--- src/rtl/wdt_pkg.sv ---
package wdt_pkg;
    localparam int          ADDR_W   = 4;
    localparam logic [3:0]  A_CTRL   = 4'h0;
    localparam logic [3:0]  A_SVC    = 4'h2;
    localparam logic [3:0]  A_CAUSE  = 4'h4;
    localparam logic [3:0]  A_BOOT   = 4'h8;
    localparam logic [15:0] KEY_ARM  = 16'h5555;
    localparam logic [15:0] KEY_FIRE = 16'hAAAA;
    localparam int          B_PAUSE  = 0;
    localparam int          B_EN     = 2;
    localparam int          B_ROUTE  = 3;
    localparam int          B_SWRQ_N = 4;

    typedef enum logic {
        SEQ_IDLE,
        SEQ_ARMED
    } seq_e;
endpackage

--- src/rtl/wdt_svc_seq.sv ---
module wdt_svc_seq
    import wdt_pkg::*;
(
    input  logic        clk,
    input  logic        rst_n,
    input  logic        svc_wr,
    input  logic [15:0] svc_data,
    output logic        reload
);
    seq_e st_d, st_q;

    always_comb begin
        st_d   = st_q;
        reload = 1'b0;
        if (svc_wr) begin
            if (st_q == SEQ_ARMED && svc_data == KEY_FIRE) begin
                reload = 1'b1;
                st_d   = SEQ_IDLE;
            end else if (svc_data == KEY_ARM) begin
                st_d = SEQ_ARMED;
            end else begin
                st_d = SEQ_IDLE;
            end
        end
    end

    always_ff @(posedge clk or negedge rst_n) begin
        if (!rst_n) st_q <= SEQ_IDLE;
        else        st_q <= st_d;
    end

    // any key other than the arming word leaves the detector idle
    p_stray_key_disarms_r3: assert property (@(posedge clk) disable iff (!rst_n)
        (svc_wr && svc_data != KEY_ARM) |=> (st_q == SEQ_IDLE));
endmodule

--- src/rtl/wdt_prescale.sv ---
module wdt_prescale #(
    parameter int DIV = 16384
) (
    input  logic clk,
    input  logic rst_n,
    input  logic clr,
    input  logic adv,
    output logic step
);
    localparam int          W    = (DIV > 1) ? $clog2(DIV) : 1;
    localparam logic [W-1:0] LAST = W'(DIV - 1);

    logic [W-1:0] cnt_d, cnt_q;

    always_comb begin
        step  = !clr && adv && (cnt_q == LAST);
        cnt_d = cnt_q;
        if (clr)       cnt_d = '0;
        else if (step) cnt_d = '0;
        else if (adv)  cnt_d = cnt_q + W'(1);
    end

    always_ff @(posedge clk or negedge rst_n) begin
        if (!rst_n) cnt_q <= '0;
        else        cnt_q <= cnt_d;
    end
endmodule

--- src/rtl/wdt_pulse.sv ---
module wdt_pulse #(
    parameter int LEN = 4
) (
    input  logic clk,
    input  logic rst_n,
    input  logic start,
    output logic active
);
    localparam int          W    = $clog2(LEN + 1);
    localparam logic [W-1:0] LOAD = W'(LEN);

    logic [W-1:0] cnt_d, cnt_q;

    always_comb begin
        if (start)            cnt_d = LOAD;
        else if (cnt_q != '0) cnt_d = cnt_q - W'(1);
        else                  cnt_d = '0;
        active = (cnt_q != '0);
    end

    always_ff @(posedge clk or negedge rst_n) begin
        if (!rst_n) cnt_q <= '0;
        else        cnt_q <= cnt_d;
    end

    // a kick is always followed by an active output
    p_kick_starts_pulse_r8: assert property (@(posedge clk) disable iff (!rst_n)
        start |=> active);
endmodule

--- src/rtl/wdt_timer.sv ---
module wdt_timer
    import wdt_pkg::*;
#(
    parameter int TICKS_PER_HALF = 16384,
    parameter int PD_TICKS       = 524288,
    parameter int PULSE_CYCLES   = 4
) (
    input  logic               clk,
    input  logic               rst_n,
    input  logic               por_n,
    input  logic [ADDR_W-1:0]  bus_addr,
    input  logic               bus_we,
    input  logic [15:0]        bus_wdata,
    output logic [15:0]        bus_rdata,
    input  logic               tick_en,
    input  logic               lp_mode,
    output logic               sys_rst_out,
    output logic               wdog_line_n
);
    localparam int            PDW     = (PD_TICKS > 1) ? $clog2(PD_TICKS) : 1;
    localparam logic [PDW-1:0] PD_LAST = PDW'(PD_TICKS - 1);

    typedef struct packed {
        logic [7:0]     tmo;
        logic           route;
        logic           en;
        logic           pause;
        logic           pause_lock;
        logic           sreq;
        logic [7:0]     cnt;
        logic           pd_en;
        logic [PDW-1:0] pd_cnt;
        logic           pd_pulse;
    } st_t;

    st_t d, q;
    logic [1:0] cause_d, cause_q;

    logic wr_ctrl, wr_svc, wr_boot;
    logic svc_reload, start_load, load_cnt;
    logic run, half_step, expire, fire_sw;
    logic [1:0] kick, act;

    assign wr_ctrl    = bus_we && (bus_addr == A_CTRL);
    assign wr_svc     = bus_we && (bus_addr == A_SVC);
    assign wr_boot    = bus_we && (bus_addr == A_BOOT);
    assign start_load = wr_ctrl && bus_wdata[B_EN] && !q.en;
    assign load_cnt   = svc_reload || start_load;
    assign run        = q.en && !(q.pause && lp_mode);

    wdt_svc_seq u_seq (
        .clk      (clk),
        .rst_n    (rst_n),
        .svc_wr   (wr_svc),
        .svc_data (bus_wdata),
        .reload   (svc_reload)
    );

    wdt_prescale #(.DIV(TICKS_PER_HALF)) u_pre (
        .clk   (clk),
        .rst_n (rst_n),
        .clr   (load_cnt),
        .adv   (run && tick_en),
        .step  (half_step)
    );

    always_comb begin
        d          = q;
        d.pd_pulse = 1'b0;
        fire_sw    = 1'b0;
        expire     = 1'b0;
        if (q.sreq && tick_en) begin
            fire_sw = 1'b1;
            d.sreq  = 1'b0;
        end
        if (wr_ctrl) begin
            d.tmo        = bus_wdata[15:8];
            d.route      = bus_wdata[B_ROUTE];
            d.en         = q.en | bus_wdata[B_EN];
            d.pause_lock = 1'b1;
            if (!q.pause_lock)      d.pause = bus_wdata[B_PAUSE];
            if (!bus_wdata[B_SWRQ_N]) d.sreq = 1'b1;
        end
        if (load_cnt) begin
            d.cnt = d.tmo;
        end else if (half_step) begin
            if (q.cnt == 8'd0) begin
                expire = 1'b1;
                d.cnt  = q.tmo;
            end else begin
                d.cnt = q.cnt - 8'd1;
            end
        end
        if (q.pd_en && tick_en) begin
            if (q.pd_cnt == PD_LAST) begin
                d.pd_en    = 1'b0;
                d.pd_pulse = 1'b1;
            end else begin
                d.pd_cnt = q.pd_cnt + PDW'(1);
            end
        end
        if (wr_boot && !bus_wdata[0]) begin
            d.pd_en    = 1'b0;
            d.pd_pulse = 1'b0;
        end
    end

    assign kick[0] = fire_sw || (expire && !q.route);
    assign kick[1] = expire && q.route;

    always_comb begin
        cause_d = cause_q;
        if (kick[0]) cause_d = {expire && !q.route, fire_sw};
    end

    always_ff @(posedge clk or negedge rst_n) begin
        if (!rst_n) begin
            q       <= '0;
            q.pd_en <= 1'b1;
        end else begin
            q <= d;
        end
    end

    always_ff @(posedge clk or negedge por_n) begin
        if (!por_n) cause_q <= 2'b00;
        else        cause_q <= cause_d;
    end

    for (genvar g = 0; g < 2; g++) begin : g_out
        wdt_pulse #(.LEN(PULSE_CYCLES)) u_pulse (
            .clk    (clk),
            .rst_n  (rst_n),
            .start  (kick[g]),
            .active (act[g])
        );
    end

    assign sys_rst_out = act[0];
    assign wdog_line_n = !(act[1] || q.pd_pulse);

    always_comb begin
        case (bus_addr)
            A_CTRL:  bus_rdata = {q.tmo, 3'b000, !q.sreq, q.route, q.en, 1'b0, q.pause};
            A_CAUSE: bus_rdata = {14'd0, cause_q};
            A_BOOT:  bus_rdata = {15'd0, q.pd_en};
            default: bus_rdata = 16'd0;
        endcase
    end

    // a completed key pair loads the programmed timeout
    p_key_pair_reloads_r2: assert property (@(posedge clk) disable iff (!rst_n)
        svc_reload |=> (q.cnt == $past(q.tmo)));
    // enable never falls while out of reset
    p_enable_sticky_r5: assert property (@(posedge clk) disable iff (!rst_n)
        q.en |=> q.en);
    // pause bit frozen after the first control write
    p_pause_once_r6: assert property (@(posedge clk) disable iff (!rst_n)
        q.pause_lock |=> $stable(q.pause));
    // count holds during a low-power pause
    p_lp_freeze_r6: assert property (@(posedge clk) disable iff (!rst_n)
        (q.pause && lp_mode && !load_cnt) |=> $stable(q.cnt));
    // a pending software request is taken on the next tick
    p_swreq_on_tick_r10: assert property (@(posedge clk) disable iff (!rst_n)
        (q.sreq && tick_en) |=> sys_rst_out);
    // the boot pulse lasts a single clock
    p_boot_pulse_single_r11: assert property (@(posedge clk) disable iff (!rst_n)
        q.pd_pulse |=> !q.pd_pulse);
    // a reset pulse needs an enabled timer or a software request
    p_rst_has_cause_r13: assert property (@(posedge clk) disable iff (!rst_n)
        $rose(sys_rst_out) |-> ($past(q.en) || $past(q.sreq)));
endmodule

--- config.mk ---
export PLATFORM = sky130hd
export DESIGN_NAME = wdt_timer
export DESIGN_NICKNAME = d
export VERILOG_FILES = /design/src/rtl/wdt_pkg.sv /design/src/rtl/wdt_svc_seq.sv /design/src/rtl/wdt_prescale.sv /design/src/rtl/wdt_pulse.sv /design/src/rtl/wdt_timer.sv
export SDC_FILE = /design/constraint.sdc
export NUM_CORES = 1
export LEC_CHECK = 0
export BUFFER_PORTS_ARGS = -buffer_cell sky130_fd_sc_hd__buf_2
export CORE_MARGIN = 4
export CORE_UTILIZATION = 46
export DETAILED_ROUTE_END_ITERATION = 10
export PLACE_DENSITY = 0.66
export RECOVER_POWER = 100
export SYNTH_ARGS = -nofsm -noshare
export SYNTH_HDL_FRONTEND = slang
export SYNTH_SLANG_ARGS = --single-unit
--- constraint.sdc ---
create_clock -name clk -period 2.7 [get_ports clk]
set_clock_uncertainty 0.05 [all_clocks]
set_input_delay 0.135 -clock clk [delete_from_list [all_inputs] [get_ports clk]]
set_output_delay 0.135 -clock clk [all_outputs]
set_load 0.01 [all_outputs]
### Word-level counts from Yosys, hierarchy flattened

Cells that the tools add are included.

| word-level totals | value |
|---|---|
| flip-flop bits (word level) | 65 |
| input port bits | 26 |
| output and inout bits | 18 |
| word-level logic and storage cells | 96 |

| cells by class | value |
|---|---|
| add/subtract/negate cells | 5 |
| eq/ne operators | 7 |
| mux-type cells | 29 |
| bitwise gates (word level) | 3 |
| reductions and logical operators | 37 |

Operator list:

| kind | count |
|---|---|
| $pmux W16 S3 | 1 |
| $mux W14 | 3 |
| $mux W8 | 3 |
| $mux W21 | 1 |
| $add A19 B1 Y19 const B | 1 |
| $eq A19 B19 Y1 const B | 1 |
| $mux W19 | 1 |
| $eq A16 B15 Y1 const B | 1 |
| $eq A16 B16 Y1 const B | 1 |
| $logic_and A1 B1 Y1 | 16 |
| $mux W1 | 15 |
| $add A14 B1 Y14 const B | 1 |
| $eq A14 B14 Y1 const B | 1 |
| $mux W13 | 1 |
| $mux W3 | 4 |
| $reduce_bool A3 Y1 | 3 |
| $logic_not A8 Y1 | 1 |
| $sub A8 B1 Y8 const B | 1 |
| $logic_not A1 Y1 | 7 |
| $reduce_and A2 Y1 | 3 |
| $reduce_bool A2 Y1 | 3 |
| $sub A3 B1 Y3 const B | 2 |
| $eq A4 B2 Y1 const B | 1 |
| $eq A4 B3 Y1 const B | 1 |
| other kinds (5) | 8 |

### Depth between registers and ports, before layout

| depth | value |
|---|---|
| word-level depth | 13 |
| depth in mapped cells | 7 |
| gate-level depth less buffers | 7 |

### Modules after synthesis

Synthesis repeated with hierarchy kept, for this count alone.

| second synthesis, totals | value |
|---|---|
| cell total of the unflattened synthesis | 357 |
| area total of the unflattened synthesis | 3573.4 sq um |

Modules (own cells, without submodules):

| module | times used | cells each | area an instance (sq um) | seq. area each (sq um) |
|---|---|---|---|---|
| wdt_timer | 1 | 232 | 2329.7 | 1102.3 |
| wdt_prescale | 1 | 86 | 844.6 | 350.3 |
| wdt_pulse | 2 | 11 | 123.9 | 75.1 |
| wdt_svc_seq | 1 | 17 | 151.4 | 25.0 |

### Worst setup path after synthesis

OpenSTA, ideal clock, no wires.

| timing path | value |
|---|---|
| path type | register -> register |
| from | reg q[21] in the netlist's numbering |
| to | reg cause_q[0] |
| library setup time | 0.121 ns |
| arrival time | 1.988 ns |
| data required time | 2.529 ns |
| slack | 0.541 ns |
| cell stages (with the launch flop) | 7 |
| path buffers | 0 |
| clock period less this slack | 2.159 ns |
| cell sequence | dfrtp_1 -> inv_1 -> ha_1 -> nor4b_1 -> nand2_1 -> or4_1 -> a22o_1 |

| between the ends | value |
|---|---|
| longest elaborated chain between the ends | 6 |

Ends and longest elaborated chain:

| element | RTL line | RTL |
|---|---|---|
| from (decl) | wdt_timer.sv:36 | `st_t d, q;` |
| $logic_not A8 Y1 | wdt_timer.sv:87 | `if (q.cnt == 8'd0) begin` |
| $mux W1 | wdt_timer.sv:87 |  |
| $mux W1 | wdt_timer.sv:86 | `end else if (half_step) begin` |
| $mux W1 | wdt_timer.sv:84 | `if (load_cnt) begin` |
| $logic_and A1 B1 Y1 | wdt_timer.sv:108 | `assign kick[0] = fire_sw \|\| (expire && !q.route);` |
| $logic_or A1 B1 Y1 | wdt_timer.sv:108 |  |
| to (signal assigned) | wdt_timer.sv:127 | `else cause_q <= cause_d;` |
| to (decl) | wdt_timer.sv:37 | `logic [1:0] cause_d, cause_q;` |

No other way between the ends.
A chain may end at the register's enable or synchronous reset.

### Final worst setup path

| timing path | value |
|---|---|
| from | reg q[22] in the netlist's numbering |
| to | reg g_out[0].u_pulse.cnt_q[2] |

| between the ends | value |
|---|---|
| longest elaborated chain between the ends | 7 |

Ends and longest elaborated chain:

| element | RTL line | RTL |
|---|---|---|
| $logic_not A8 Y1 | wdt_timer.sv:87 |  |
| $mux W1 | wdt_timer.sv:87 |  |
| $mux W1 | wdt_timer.sv:86 |  |
| $mux W1 | wdt_timer.sv:84 |  |
| $logic_and A1 B1 Y1 | wdt_timer.sv:108 |  |
| $logic_or A1 B1 Y1 | wdt_timer.sv:108 |  |
| $mux W3 | wdt_pulse.sv:15 | `if (start) cnt_d = LOAD;` |
| net g_out[0].u_pulse.cnt_d[2] | wdt_pulse.sv:12 | `logic [W-1:0] cnt_d, cnt_q;` |
| to (signal assigned) | wdt_pulse.sv:23 | `else cnt_q <= cnt_d;` |
| to (decl) | wdt_pulse.sv:12 |  |

The timed path passes the listed nets, and every way through them passes these cells.

==> results.json <==
{
  "status": "complete, but fails checks",
  "failed_checks": "max-capacitance violations, max-slew violations",
  "grt_pass1_vias": 2765,
  "track_usage_pct": 18.4,
  "synth_common_cells": "dfrtp_1 (64), nand2_1 (40), nor2_1 (40)",
  "maxSlewViolCount": 64,
  "netlist_area_um2": 3450,
  "p_sw_share_pct": 28.4,
  "port_buffers": 40,
  "arrival_ps": 2570,
  "area_delta_synth_final_pct": 14.1,
  "p_clk_share_pct": 31.7,
  "grt_max_degree": 64,
  "synth_cell_types": 56,
  "layout-drive-gt1-share_pct": 13.5,
  "clockBufferDepth": 2,
  "num_vias": 2788,
  "slew_headroom_pct": -2.99,
  "viasPerCell": 5.41,
  "hpwl_um": 5520,
  "final_cell_area_um2": 3940,
  "drtPass1Iterations": 4,
  "setup_violations": 0,
  "power_switching_uw": 640,
  "die_h_um": 94.6,
  "antenna_found_initial": 0,
  "leakage_nw": 1.81,
  "grt_remaining_overflow": 0,
  "final_net_count": 446,
  "placed_area_um2": 3770,
  "synth.most_common_cell": "dfrtp_1",
  "power_frac_comb_pct": 15.3,
  "pin_count": 44,
  "grt_pass1_wl_um": 12900,
  "synthTopCellsByArea": "dfrtp_1 (46%), nand2_1 (4.4%), nor2_1 (4.4%)",
  "cp-start-kind": "flip-flop",
  "synth_edf_count": 0,
  "numCtsBuffers": 9,
  "cts_max_level": 3,
  "min_period_ps": 2340,
  "hold_violations": 0,
  "hp-class": "in -> reg",
  "nFillCells": 665,
  "ctsResizeCount": 0,
  "synth_seq_area_share_pct": 47.2,
  "netlist_instances": 359,
  "cts.clk_slew.worst_paths_ps": 60,
  "wire_per_inst_um": 14.6,
  "drt_wl_total_um": 7510,
  "seqPwrFrac_pct": 53.0,
  "root_buffer": "clkbuf_8",
  "vdd_drop_max_mv": 0.279,
  "cts_sinks": 65,
  "yosys.area.top_type": "dfrtp_1",
  "clk_latency_ps": 340,
  "rsz0062_at_grt": "false",
  "place_congestion": 0.854,
  "synthArstFlopShare_pct": 100,
  "worst_pin_slew_ps": 1540,
  "p_int_mw": 1.61,
  "p_per_area_nw_per_um2": 572,
  "drt_iter0_drc": 142,
  "crit_required_ps": 2930,
  "rows": 31,
  "ant_nets": 0,
  "synth_top_area_share_pct": 46.4,
  "drc": 0,
  "cp_max_fo": 9,
  "cts_tree": "built",
  "finalSetupTns_ps": 0,
  "cp-end-kind": "flip-flop",
  "die_w_um": 94.6,
  "timing.final.crit_share_pct": 86.7,
  "die_area_um2": 8950,
  "cap_violations": 1,
  "avgSynthCellArea_um2": 9.61,
  "path_class": "reg -> reg",
  "yosys_most_used_dff": "dfrtp_1",
  "n_antenna_cell": 0,
  "start_util_pct": 47.6,
  "fmax_ghz": 0.427,
  "ys_ff_latch": 65,
  "core_um2": 7250,
  "synth-warning-count": 0
}
kinds of logic (layout without fill, tap and decap cells):
group / after synthesis / in the layout / share of synthesized area (%)
AO/OA/AOI/OAI: 51 / 51 / 9.61
multiplexers: 14 / 14 / 4.61
adder cells (fa/ha/maj): 7 / 7 / 2.54
other: 1 / 3 / 0.109
buffers and inverters: 26 / 81 / 3.48
XOR/XNOR: 24 / 24 / 6.09
AND/OR/NAND/NOR: 171 / 171 / 26.4
flip-flops: 65 / 65 / 47.2
cell usage in the layout, fill, tap and decap left out, types with 7 or more instances in the layout:
cell type	Yosys	layout
nor3_1	14	14
buf_2	3	27
mux2_1	0	7
nor4bb_1	7	7
dfrtp_1	64	64
o21ai_0	8	9
a21oi_1	13	13
xnor2_1	10	10
inv_1	16	16
ha_1	7	7
a31oi_1	10	10
clkbuf_1	3	18
nand4_1	11	12
nand2_1	40	41
nor2_1	40	40
xor2_1	14	14
and2_1	11	7
nand3_1	16	16
clkbuf_8	0	11
through the flow:
step | hold WS (ps) | cells | util, % | worst slack, ps | total power [mW]
after CTS | 23.0 | 515 | 54.8 | 334 | 2.28
after global placement | -127 | 497 | 52.0 | 472 | 1.54
after global routing | 28.8 | 515 | 54.3 | 65.8 | 2.38
after detailed placement | -124 | 497 | 52.0 | 356 | 1.55
final | 42.7 | 515 | 54.3 | 359 | 2.25
after floorplan | -211 | 361 | - | 541 | 1.42
worst max-delay path, cell delays in order, from the launching register on:
cell	delay (ps)
dfrtp_1	410
inv_1	100
ha_1	240
nor4b_1	390
nand2_1	280
o41ai_1	600
or2_2	210
state kept, by name, summed over array words and instances, names as in the netlist:
name,cells
u_pre.cnt_q,14
g_out.u_pulse.cnt_q,6
u_seq.st_q,1
cause_q,2
q,42
final timing paths:
check,from,to,slack [ps],depth (start not counted)
worst max-delay path,q[22],g_out[0].u_pulse.cnt_q[2],360,6
min in group asynchronous,por_n,cause_q[1],80,2
worst max register to register,q[22],g_out[0].u_pulse.cnt_q[2],360,6
worst min-delay path,tick_en,q[20],40,2
max in group asynchronous,rst_n,q[1],910,3
worst min register to register,g_out[1].u_pulse.cnt_q[0],g_out[1].u_pulse.cnt_q[0],400,1
power groups by stage:
stage	registers [mW]	clock network (mW)	logic (mW)
2_1_floorplan	1.17	0	0.247
3_3_place_gp	1.20	0	0.340
3_5_place_dp	1.20	0	0.350
4_1_cts	1.19	0.735	0.355
5_1_grt	1.21	0.777	0.387
6_report	1.19	0.714	0.345
final cells by class:
cell class                 count  area, µm²  area share (%)
tap                           99        124            3.15
clock buffer                  14        163            4.13
timing repair buffer          51        267            6.77
inverter                      16       60.1            1.53
sequential                    65       1630            41.3
multi-input combinational    270       1700            43.1
metal layers:
metal  part of all wire [%]  GRT usage, %  up-vias
li1                       -             -     1372
met1                     49          25.5     1337
met2                     46          28.1       71
met4                    1.2          5.89        0
met5                      0             0        -
met3                    4.5          5.26        8
timing repair:
item,in CTS,in global routing
buffers inserted,0,0
hold buffers,4,0
hold endpoints to repair,66,0
Power figures use the tool's default switching activity.
